`config.mk`:
```
export PLATFORM = sky130hd
export DESIGN_NAME = reg_en_arbiter
export DESIGN_NICKNAME = d
export VERILOG_FILES = /design/src/rtl/reg_en_pkg.sv /design/src/rtl/reg_en_swreg.sv /design/src/rtl/reg_en_start_gate.sv /design/src/rtl/reg_en_pg_fault.sv /design/src/rtl/reg_en_arbiter.sv
export SDC_FILE = /design/constraint.sdc
export NUM_CORES = 1
export LEC_CHECK = 0
export BUFFER_PORTS_ARGS = -buffer_cell sky130_fd_sc_hd__buf_2
export CAP_MARGIN = 20
export CORE_AREA = 2 2 81 52
export CTS_CLUSTER_SIZE = 16
export DETAILED_ROUTE_END_ITERATION = 16
export DIE_AREA = 0 0 83 54
export GPL_ROUTABILITY_DRIVEN = 0
export GPL_TIMING_DRIVEN = 0
export PLACE_DENSITY_LB_ADDON = 0.2
export SETUP_SLACK_MARGIN = 0.2
export SYNTH_ARGS = -nofsm -noshare
export SYNTH_HDL_FRONTEND = slang
export SYNTH_SLANG_ARGS = --single-unit
```
`constraint.sdc`:
```
create_clock -name clk -period 3 [get_ports clk]
set_input_delay 0.3 -clock clk [delete_from_list [all_inputs] [get_ports clk]]
set_output_delay 0.3 -clock clk [all_outputs]
set_load 0.1 [all_outputs]
```
`src/rtl/reg_en_pkg.sv`:
```
package reg_en_pkg;
  typedef enum logic {
    MODE_MERGE   = 1'b0,
    MODE_SW_ONLY = 1'b1
  } req_mode_e;
endpackage

```
`src/rtl/reg_en_swreg.sv`:
```
module reg_en_swreg #(
  parameter int W = 8
) (
  input  logic         clk,
  input  logic         rst,
  input  logic         pwr_on,
  input  logic         we,
  input  logic [W-1:0] wdata,
  output logic [W-1:0] q
);
  always_ff @(posedge clk) begin
    if (rst || !pwr_on) q <= '0;
    else if (we)        q <= wdata;
  end

  p_pwr_clear_r3: assert property (@(posedge clk) disable iff (rst)
    !pwr_on |=> (q == '0));
endmodule

```
`src/rtl/reg_en_start_gate.sv`:
```
module reg_en_start_gate (
  input  logic clk,
  input  logic rst,
  input  logic clr,
  input  logic req,
  input  logic wait_en,
  input  logic below,
  output logic active
);
  always_ff @(posedge clk) begin
    if (rst || clr)                       active <= 1'b0;
    else if (!req)                        active <= 1'b0;
    else if (!active && (!wait_en || below)) active <= 1'b1;
  end

  p_wait_gate_r6: assert property (@(posedge clk) disable iff (rst)
    (!active && wait_en && !below) |=> !active);
  p_hold_on_r7: assert property (@(posedge clk) disable iff (rst)
    (active && req && !clr) |=> active);
endmodule

```
`src/rtl/reg_en_pg_fault.sv`:
```
module reg_en_pg_fault #(
  parameter int N_REG       = 7,
  parameter int FAULT_CYCLES = 3_500_000
) (
  input  logic             clk,
  input  logic             rst,
  input  logic             pwr_on,
  input  logic             arm,
  input  logic [N_REG-1:0] active,
  input  logic [N_REG-1:0] pgood,
  output logic             sd_set,
  output logic             sd_q,
  output logic             irq_q
);
  localparam int CW = $clog2(FAULT_CYCLES + 1);
  localparam logic [CW-1:0] LAST = CW'(FAULT_CYCLES - 1);

  logic [CW-1:0] cnt;
  logic          fault_now;

  assign fault_now = |(active & ~pgood);
  assign sd_set    = fault_now && arm && (cnt == LAST) && pwr_on && !sd_q;

  always_ff @(posedge clk) begin
    if (rst || !pwr_on) begin
      cnt   <= '0;
      sd_q  <= 1'b0;
      irq_q <= 1'b0;
    end else begin
      if (!fault_now)       cnt <= '0;
      else if (cnt != LAST) cnt <= cnt + 1'b1;
      if (sd_set) sd_q <= 1'b1;
      irq_q <= fault_now;
    end
  end

  p_sd_sticky_r9: assert property (@(posedge clk) disable iff (rst)
    (sd_q && pwr_on) |=> sd_q);
  p_no_sd_unarmed_r5: assert property (@(posedge clk) disable iff (rst)
    (!arm && !sd_q) |=> !sd_q);
  p_irq_needs_active_r8: assert property (@(posedge clk) disable iff (rst)
    (pwr_on && !(|active)) |=> !irq_q);
endmodule

```
`src/rtl/reg_en_arbiter.sv`:
```
module reg_en_arbiter #(
  parameter int N_REG        = 7,
  parameter int FAULT_CYCLES = 3_500_000
) (
  input  logic             clk,
  input  logic             rst,
  input  logic             pwr_on,
  input  logic [N_REG-1:0] en_pin,
  input  logic             sw_we,
  input  logic [N_REG:0]   sw_wdata,
  output logic [N_REG:0]   sw_rdata,
  input  logic [N_REG:0]   ctl,
  input  logic [N_REG-1:0] pgood,
  input  logic [N_REG-1:0] below_thr,
  output logic [N_REG-1:0] reg_en,
  output logic             fault_sd,
  output logic             irq_pg
);
  import reg_en_pkg::*;
  localparam int RW = N_REG + 1;

  logic [RW-1:0]    swq;
  logic [N_REG-1:0] req;
  logic [N_REG-1:0] active;
  logic             sd_set, sd_q, irq_q, clr;
  req_mode_e        mode;

  reg_en_swreg #(.W(RW)) u_swreg (
    .clk(clk), .rst(rst), .pwr_on(pwr_on),
    .we(sw_we), .wdata(sw_wdata), .q(swq)
  );

  assign mode = req_mode_e'(swq[N_REG]);
  assign req  = (mode == MODE_SW_ONLY) ? swq[N_REG-1:0]
                                       : (swq[N_REG-1:0] | en_pin);
  assign clr  = !pwr_on || sd_q || sd_set;

  for (genvar i = 0; i < N_REG; i++) begin : g_gate
    reg_en_start_gate u_gate (
      .clk(clk), .rst(rst), .clr(clr), .req(req[i]),
      .wait_en(ctl[i]), .below(below_thr[i]), .active(active[i])
    );
  end

  reg_en_pg_fault #(.N_REG(N_REG), .FAULT_CYCLES(FAULT_CYCLES)) u_fault (
    .clk(clk), .rst(rst), .pwr_on(pwr_on), .arm(ctl[N_REG]),
    .active(active), .pgood(pgood),
    .sd_set(sd_set), .sd_q(sd_q), .irq_q(irq_q)
  );

  assign sw_rdata = swq;
  assign reg_en   = active;
  assign fault_sd = sd_q;
  assign irq_pg   = irq_q;

  p_sd_blocks_en_r9: assert property (@(posedge clk) disable iff (rst)
    fault_sd |-> (reg_en == '0));
  p_pwr_off_en_r3: assert property (@(posedge clk) disable iff (rst)
    !pwr_on |=> (reg_en == '0) && !fault_sd);
  p_reset_r10: assert property (@(posedge clk)
    rst |=> (reg_en == '0) && !fault_sd && !irq_pg && (sw_rdata == '0));
endmodule

```
== Word-level counts from Yosys, hierarchy flattened ==
Index checks and enable logic that the tools add are counted.

* $add $sub $neg: 1
* Multiply operators: 0
* Div/mod/pow operators: 0
* Magnitude comparators: 0
* Equal/unequal tests: 2
* Shifts and indexed selects: 0
* Muxes and demuxes: 1
* Bitwise gates (word level): 11
* Reductions and logical operators: 47

{| class="wikitable"
|+ Operators by type and width
! kind !! count
|-
| 22-bit by 1-bit adder with 22-bit output, second input constant || 1
|-
| 22-bit == test, second input constant || 1
|-
| 22-bit inequality test, second input constant || 1
|-
| 1-bit zero test || 16
|-
| 2-bit OR reduction || 8
|-
| 1-bit logical AND || 11
|-
| 1-bit logical OR || 11
|-
| 1-bit NOT || 8
|-
| 7-bit bitwise AND || 1
|-
| 7-bit two-way mux || 1
|-
| 7-bit NOT || 1
|-
| 7-bit bitwise OR || 1
|-
| 7-bit OR reduction || 1
|}

* Bits in registers: 39
* Bits in latches: 0
* Memory bits (writable): 0
* ROM bits: 0
* Bits of input ports: 41
* Word-level logic and storage cells: 73
* Memories kept: 0

== Longest topological paths before layout ==
Gate-level depths: netlist of run 1.

* Depth in word-level cells: 10
* Depth in mapped cells: 6
* Mapped depth without buffers: 6

== By module ==
Synthesis of run 1 repeated with hierarchy kept, for this count alone.

* Cells, all modules: 214
* Area, all modules: 1910.6 µm²

{| class="wikitable"
|+ By module, submodules not included
! module !! instances !! cells each !! area each (µm²) !! sequential area each (µm²)
|-
| reg_en_pg_fault || 1 || 150 || 1255.0 || 480.5
|-
| reg_en_start_gate || 7 || 4 || 42.5 || 20.0
|-
| reg_en_swreg || 1 || 27 || 292.8 || 160.2
|-
| reg_en_arbiter || 1 || 9 || 65.1 || 0.0
|}

== Worst setup path before layout of run 1 ==
OpenSTA, ideal clock, no wires.

* Path kind: register to register
* Start point: register u_fault.cnt[0]
* End point: register u_fault.cnt[16]
* Setup time: 0.128 ns
* Arrival: 1.506 ns
* Path slack: 1.367 ns
* Cell stages (with the launch flop): 7
* Buffers on the path: 0
* Period minus slack after synthesis: 1.633 ns
* Cells stage by stage: dfxtp_1 -> ha_1 -> nand4_4 -> nor4_1 -> nand4_1 -> xor2_1 -> nor2_1

* Word-level cells in the longest chain between the ends: 1
* Elaborated cells between the ends (all ways): 2
* Those cells by class: 1 x add/sub; 1 x eq/ne

{| class="wikitable"
|+ Ends and longest elaborated chain
! what !! RTL line !! text
|-
| start, declared || reg_en_pg_fault.sv:18 || <nowiki>logic [CW-1:0] cnt;</nowiki>
|-
| start signal, assigned || reg_en_pg_fault.sv:31 || <nowiki>else if (cnt != LAST) cnt <= cnt + 1'b1;</nowiki>
|-
| 22-bit by 1-bit adder with 22-bit output or 22-bit inequality test (tied branches) || reg_en_pg_fault.sv:31 ||
|}

Several ways; a longest one is shown, not always the timed one.
A chain may end at the register's enable or synchronous reset.

== Worst setup path in the final report of run 1 ==
Same ends and word-level chain as after synthesis.

==> results.json, run 1 <==
{
  "outcome": "finished, final reports clean",
  "antenna-diode-count": 0,
  "syn_area_um2": 1810,
  "regArea_um2": 781,
  "startpoint_type": "flop",
  "grt_pass1_vias": 1421,
  "avgViaCountPerCell": 4.76,
  "detailed_place.area_um2": 2160,
  "maxCapViolCount": 0,
  "synth_top_area_frac": 0.431,
  "fmax_mhz": 506,
  "io_buffers": 56,
  "whs_ps": 188,
  "synth_seq_cells": 39,
  "ys_warn_count": 0,
  "routedWlPerCell_um": 12.2,
  "rows": 18,
  "fin_tns_setup_ps": 0,
  "fin_nets": 301,
  "rsz0062_at_grt": "no",
  "dr_total_vias": 1475,
  "cts_max_level": 2,
  "drt_iter0_markers": 71,
  "synth_ff_type": "dfxtp_1",
  "end_kind": "flop",
  "wl_um": 3780,
  "hold_viol": 0,
  "cts_max_path_buffers": 2,
  "hold_class": "in2reg",
  "cts_tree": "done",
  "die_h_um": 54,
  "drc": 0,
  "ios": 58,
  "grt_first_pass_wirelength_um": 6650,
  "synth.net_count": 238,
  "yosys.area.top_type": "dfxtp_1",
  "synth.avg_cell_area_um2": 9.25,
  "area_growth_pct": 25.1,
  "grt_antenna_before_repair": 0,
  "initial_core_util": 0.471,
  "tightest_slew_ps": 767,
  "cts_root_buf": "clkbuf_8",
  "p_per_area_nw_per_um2": 491,
  "clock-sinks": 39,
  "grt_max_degree": 14,
  "synth-edff-count": 0,
  "path_class": "reg2reg",
  "nFillCells": 361,
  "design_area_um2": 2270,
  "drive_above_1_share": 0.335,
  "cts_setup_buffers": 0,
  "ant_nets": 0,
  "dp_hpwl_um": 3000,
  "required_ps": 3170,
  "async_flop_share": 0,
  "numCtsBuffers": 5,
  "insertion_delay_ps": 290,
  "setup_ws_ps": 1020,
  "vdd_drop_max_uv": 322,
  "drtPass1Iterations": 4,
  "setup_viol": 0,
  "synthCells": 196,
  "fin_skew_ps": 5.41,
  "period_needed_ps": 1980,
  "die_x_um": 83,
  "synth.top_cells.by_area": "dfxtp_1, nor2_1, xor2_1",
  "slew_headroom": 0.484,
  "leakage_nw": 0.996,
  "path_clk_slew_ps": 80,
  "cp_max_fo": 4,
  "multi_input_area_um2": 942,
  "dieArea_um2": 4480,
  "track_usage": 0.193,
  "gr-total-overflow": 0,
  "hold_buffers": 0,
  "period_share": 0.659,
  "coreArea_um2": 3850,
  "drv_slew": 0,
  "cts_resized": 0,
  "critPathArrivalTime_ps": 2140,
  "synth.distinct_cells": 36,
  "ys_seq_area_frac": 0.431,
  "dpl_worst_slack_ps": 1030
}
## registers in the layout, summed over array words and instances (netlist names)
register	flops
g_gate.u_gate.active	7
u_fault.sd_q	1
u_fault.irq_q	1
u_swreg.q	8
u_fault.cnt	22
## metrics by stage
step | instances | total power, mW | utilization
floorplan | 196 | 0.648 | -
global placement | 302 | 0.691 | 0.560
detailed placement | 302 | 0.692 | 0.560
CTS | 310 | 1.13 | 0.589
global route | 310 | 1.16 | 0.589
finish | 310 | 1.11 | 0.589
## layer usage
layer	vias up	GRT usage	part of all wire
met5	-	0	0
met4	0	0.0710	0.0048
met3	2	0.0521	0.051
met2	32	0.274	0.40
met1	655	0.278	0.54
li1	786	-	-
## power breakdown
part	internal, mW	total (mW)	switching (mW)
logic	0.0460	0.146	0.100
registers	0.526	0.533	0.00682
clock network	0.248	0.434	0.186
total	0.820	1.11	0.293
## layout make-up
cell class,instances,share of cell area
flip-flops and latches,39,0.344
clock buffers,5,0.0303
plain buffers,11,0.0298
clock inverters,3,0.0193
multi-input cells,140,0.415
inverters,6,0.00993
repair buffers,56,0.124
well taps,50,0.0276
## cells in the final DEF, fill, tap and decap left out, types with 2 or more instances in the layout
master and count:
a211oi_2 7, a21oi_1 10, and3_1 4, and4_1 2, buf_2 56, buf_4 7, clkbuf_1 3, clkbuf_8 5
dfxtp_1 39, inv_1 6, mux2i_1 8, nand2_1 9, nand2b_1 5, nand3_1 10, nand4_1 4, nor2_1 41
nor3_4 2, xnor2_1 9, xor2_1 11
## cell families (layout without fill, tap and decap cells)
group | count (synthesis) | count (layout) | share of synthesized area
AOI/OAI and AO/OA | 25 | 25 | 0.115
buffers and inverters | 17 | 81 | 0.0497
and+or+nand+nor | 86 | 86 | 0.257
adders and majority gates | 1 | 1 | 0.00690
xor gates and xnor gates | 20 | 20 | 0.0966
DFF | 39 | 39 | 0.431
muxes | 8 | 8 | 0.0442
## synthesized netlist by cell type, types with 2 or more instances
master    count
nand2b_1      5
inv_1         6
and3_1        4
nor3_4        2
dfxtp_1      39
a211oi_2      7
and4_1        2
xnor2_1       9
nand3_1      10
xor2_1       11
buf_4         7
nand2_1       9
nor2_1       41
a21oi_1      10
clkbuf_1      3
nand4_1       4
mux2i_1       8
## path summary, 6_finish.rpt
kind	start	endpoint	slack, ps	cells after the start
worst min register to register	u_fault.sd_q$_SDFFE_PP0P_	u_fault.sd_q$_SDFFE_PP0P_	510	1
worst max register to register	u_fault.cnt[0]$_SDFFE_PP0P_	u_fault.cnt[16]$_SDFFE_PP0P_	1020	6
worst max-delay path	u_fault.cnt[0]$_SDFFE_PP0P_	u_fault.cnt[16]$_SDFFE_PP0P_	1020	6
worst min-delay path	ctl[3]	g_gate[3].u_gate.active$_SDFFE_PP0P_	190	2
## critical path, stage by stage, from the launching register on
cell	delay (ps)
dfxtp_1	400
ha_1	260
nand4_4	150
nor4_1	640
nand4_1	190
xor2_1	160
nor2_1	50
No activity file was read; power rests on OpenSTA's default activity.
==> run 2, diff against run 1 <==
Clock period 3 ns to 2 ns, I/O delays scaled along.
==> run 2 against run 1 <==
Sequential power rose by 50%. Cell count grew 1.6%. Clock power grew 50%. Largest power group unchanged. Critical path depth unchanged. Worst hold slack got worse by 110 ps. Critical endpoint is now u_fault.cnt[2]$_SDFFE_PP0P_. Largest cell class unchanged. Register-to-register slack got worse by 770 ps. Die area stayed put. Maximum frequency grew 13%. Routed wire length rose by 1.6%. Total power grew 51%. Clock skew is 1.6 ps lower.
==> results.json, run 2 (synthesis results as in run 1) <==
{
  "outcome": "finished, final reports clean",
  "io_buffers": 56,
  "initial_core_util": 0.471,
  "period_share": 0.873,
  "setup_ws_ps": 254,
  "crit_path_max_incr_delay_ps": 540,
  "dpl_worst_slack_ps": 33.0,
  "slew_headroom": 0.629,
  "dr_total_vias": 1513,
  "drv_slew": 0,
  "grt_first_pass_wirelength_um": 6690,
  "combinationalPowerShare": 0.134,
  "path_class": "reg2reg",
  "end_kind": "flop",
  "rows": 18,
  "r2r_slack_ps": 250,
  "track_usage": 0.195,
  "required_ps": 2170,
  "setup_viol": 0,
  "cts_tree": "done",
  "whs_endpoint": "g_gate[3].u_gate.active$_SDFFE_PP0P_",
  "critPathArrivalTime_ps": 1920,
  "grt_antenna_before_repair": 0,
  "hold_path.startpoint": "ctl[3]",
  "r2r-start": "u_fault.cnt[12]$_SDFFE_PP0P_",
  "cp_max_fo": 3,
  "fin_skew_ps": 3.81,
  "maxCapViolCount": 0,
  "numCtsBuffers": 5,
  "switching_share": 0.265,
  "tightest_slew_ps": 557,
  "dieArea_um2": 4480,
  "dpl.cell_count": 302,
  "wl_um": 3840,
  "startpoint_type": "flop",
  "gr-total-overflow": 0,
  "power.total_mw": 1.68,
  "drtPass1Iterations": 4,
  "clock-sinks": 39,
  "hold_buffers": 0,
  "fin_tns_setup_ps": 0,
  "ant_nets": 0,
  "wl_met1_um": 2050,
  "period_needed_ps": 1750,
  "area_growth_pct": 30.0,
  "fmax_mhz": 573,
  "reg.largest.list": "u_fault.cnt (22), u_swreg.q (8), g_gate.u_gate.active (7)",
  "antenna-diode-count": 0,
  "cp.buffers_inverters": 1,
  "mostFrequentLayoutCell": "buf_2",
  "fin_nets": 306,
  "layout_common_cells": "buf_2, nor2_1, dfxtp_1",
  "cts_root_buf": "clkbuf_8",
  "switchingPower_uw": 444,
  "coreArea_um2": 3850,
  "hold_depth": 2,
  "insertion_delay_ps": 290,
  "drt_iter0_markers": 86,
  "drc": 0,
  "dp_hpwl_um": 3000,
  "p_per_area_nw_per_um2": 711,
  "vdd_drop_max_uv": 475,
  "leakage_nw": 1.04,
  "ios": 58,
  "internal_power_mw": 1.23,
  "crit_family": "simple AND/OR/NAND/NOR gates",
  "regMostFlops": "u_fault.cnt",
  "r2r_end": "u_fault.cnt[2]$_SDFFE_PP0P_",
  "die_x_um": 83,
  "hold_class": "in2reg",
  "drive_above_1_share": 0.370,
  "die_h_um": 54,
  "avgViaCountPerCell": 4.80,
  "path_clk_slew_ps": 80,
  "routed.top_layer": "met4",
  "grt_max_degree": 14,
  "p_seq_frac": 0.477,
  "wl_met3_um": 208,
  "cp_slowest_cell": "or4b_4",
  "met2WireLength_um": 1550,
  "cts_max_level": 2,
  "path_cells": "or4b_4 > nor3_4 > buf_4 > a21boi_0 > xnor2_1 > nor2_1",
  "clkPwrFrac": 0.389,
  "rsz0062_at_grt": "yes",
  "hold_viol": 0,
  "worstRegToRegCells": 6,
  "routedWlPerCell_um": 12.2,
  "final_cells": 315,
  "whs_ps": 77.3,
  "cts_max_path_buffers": 2,
  "grt_pass1_vias": 1417,
  "largest_register_ffs": 22
}
## run 2: cell count changes in the layout (fill, tap and decap cells not counted), sizes merged
cell and delta:
buf +5
## run 2: area by class of cell
type / instances / area, um2
buffer: 11 / 67.6
clock buffer: 5 / 68.8
clock inverter: 3 / 43.8
fill: 347 / 1490
inverter: 6 / 22.5
multi-input combinational: 140 / 975
sequential: 39 / 787
tap: 50 / 62.6
timing repair buffer: 61 / 330
## run 2: worst max-delay path by stage
stage | from | cells past startpoint | slack (ps) | to
2_1_floorplan | u_fault.cnt[0]$_SDFFE_PP0P_ | 6 | 370 | u_fault.cnt[16]$_SDFFE_PP0P_
3_3_place_gp | u_fault.cnt[0]$_SDFFE_PP0P_ | 6 | 70 | u_fault.cnt[16]$_SDFFE_PP0P_
3_5_place_dp | u_fault.cnt[0]$_SDFFE_PP0P_ | 6 | 30 | u_fault.cnt[16]$_SDFFE_PP0P_
4_1_cts | u_fault.cnt[0]$_SDFFE_PP0P_ | 7 | 210 | g_gate[4].u_gate.active$_SDFFE_PP0P_
5_1_grt | u_fault.cnt[12]$_SDFFE_PP0P_ | 6 | 190 | u_fault.cnt[2]$_SDFFE_PP0P_
6_report | u_fault.cnt[12]$_SDFFE_PP0P_ | 6 | 250 | u_fault.cnt[2]$_SDFFE_PP0P_
## run 2: through the flow
stage                      util  instance area (um2)
final                     0.612                 2360
after global placement    0.560                 2160
after floorplan               -                 1810
after global routing      0.612                 2360
after CTS                 0.596                 2290
after detailed placement  0.560                 2160
## run 2: routing by layer
metal  vias to the layer above  track usage
met5                         -            0
met2                        35        0.276
met1                       674        0.280
li1                        800            -
met3                         4       0.0521
met4                         0       0.0792
## run 2: power groups by stage
stage	Combinational [mW]	Clock (mW)	Sequential [mW]
2_1_floorplan	0.111	0	0.861
3_3_place_gp	0.219	0	0.817
3_5_place_dp	0.220	0	0.818
4_1_cts	0.225	0.670	0.800
5_1_grt	0.241	0.706	0.802
6_report	0.225	0.653	0.799
## run 2: worst reg2reg max path, delay by kind of cell (launching register included)
kind	cells	cell delay, ps
DFF	1	330
and+or+nand+nor	3	860
buffers and inverters	1	170
xor gates and xnor gates	1	170
AOI/OAI and AO/OA	1	90
## run 2: repair_timing
| item | CTS | global route |
|---|---|---|
| pin swaps | 1 | 5 |
| resized for setup | 1 | 8 |
| setup buffers | 1 | 4 |
| setup endpoints to repair | 5 | 19 |
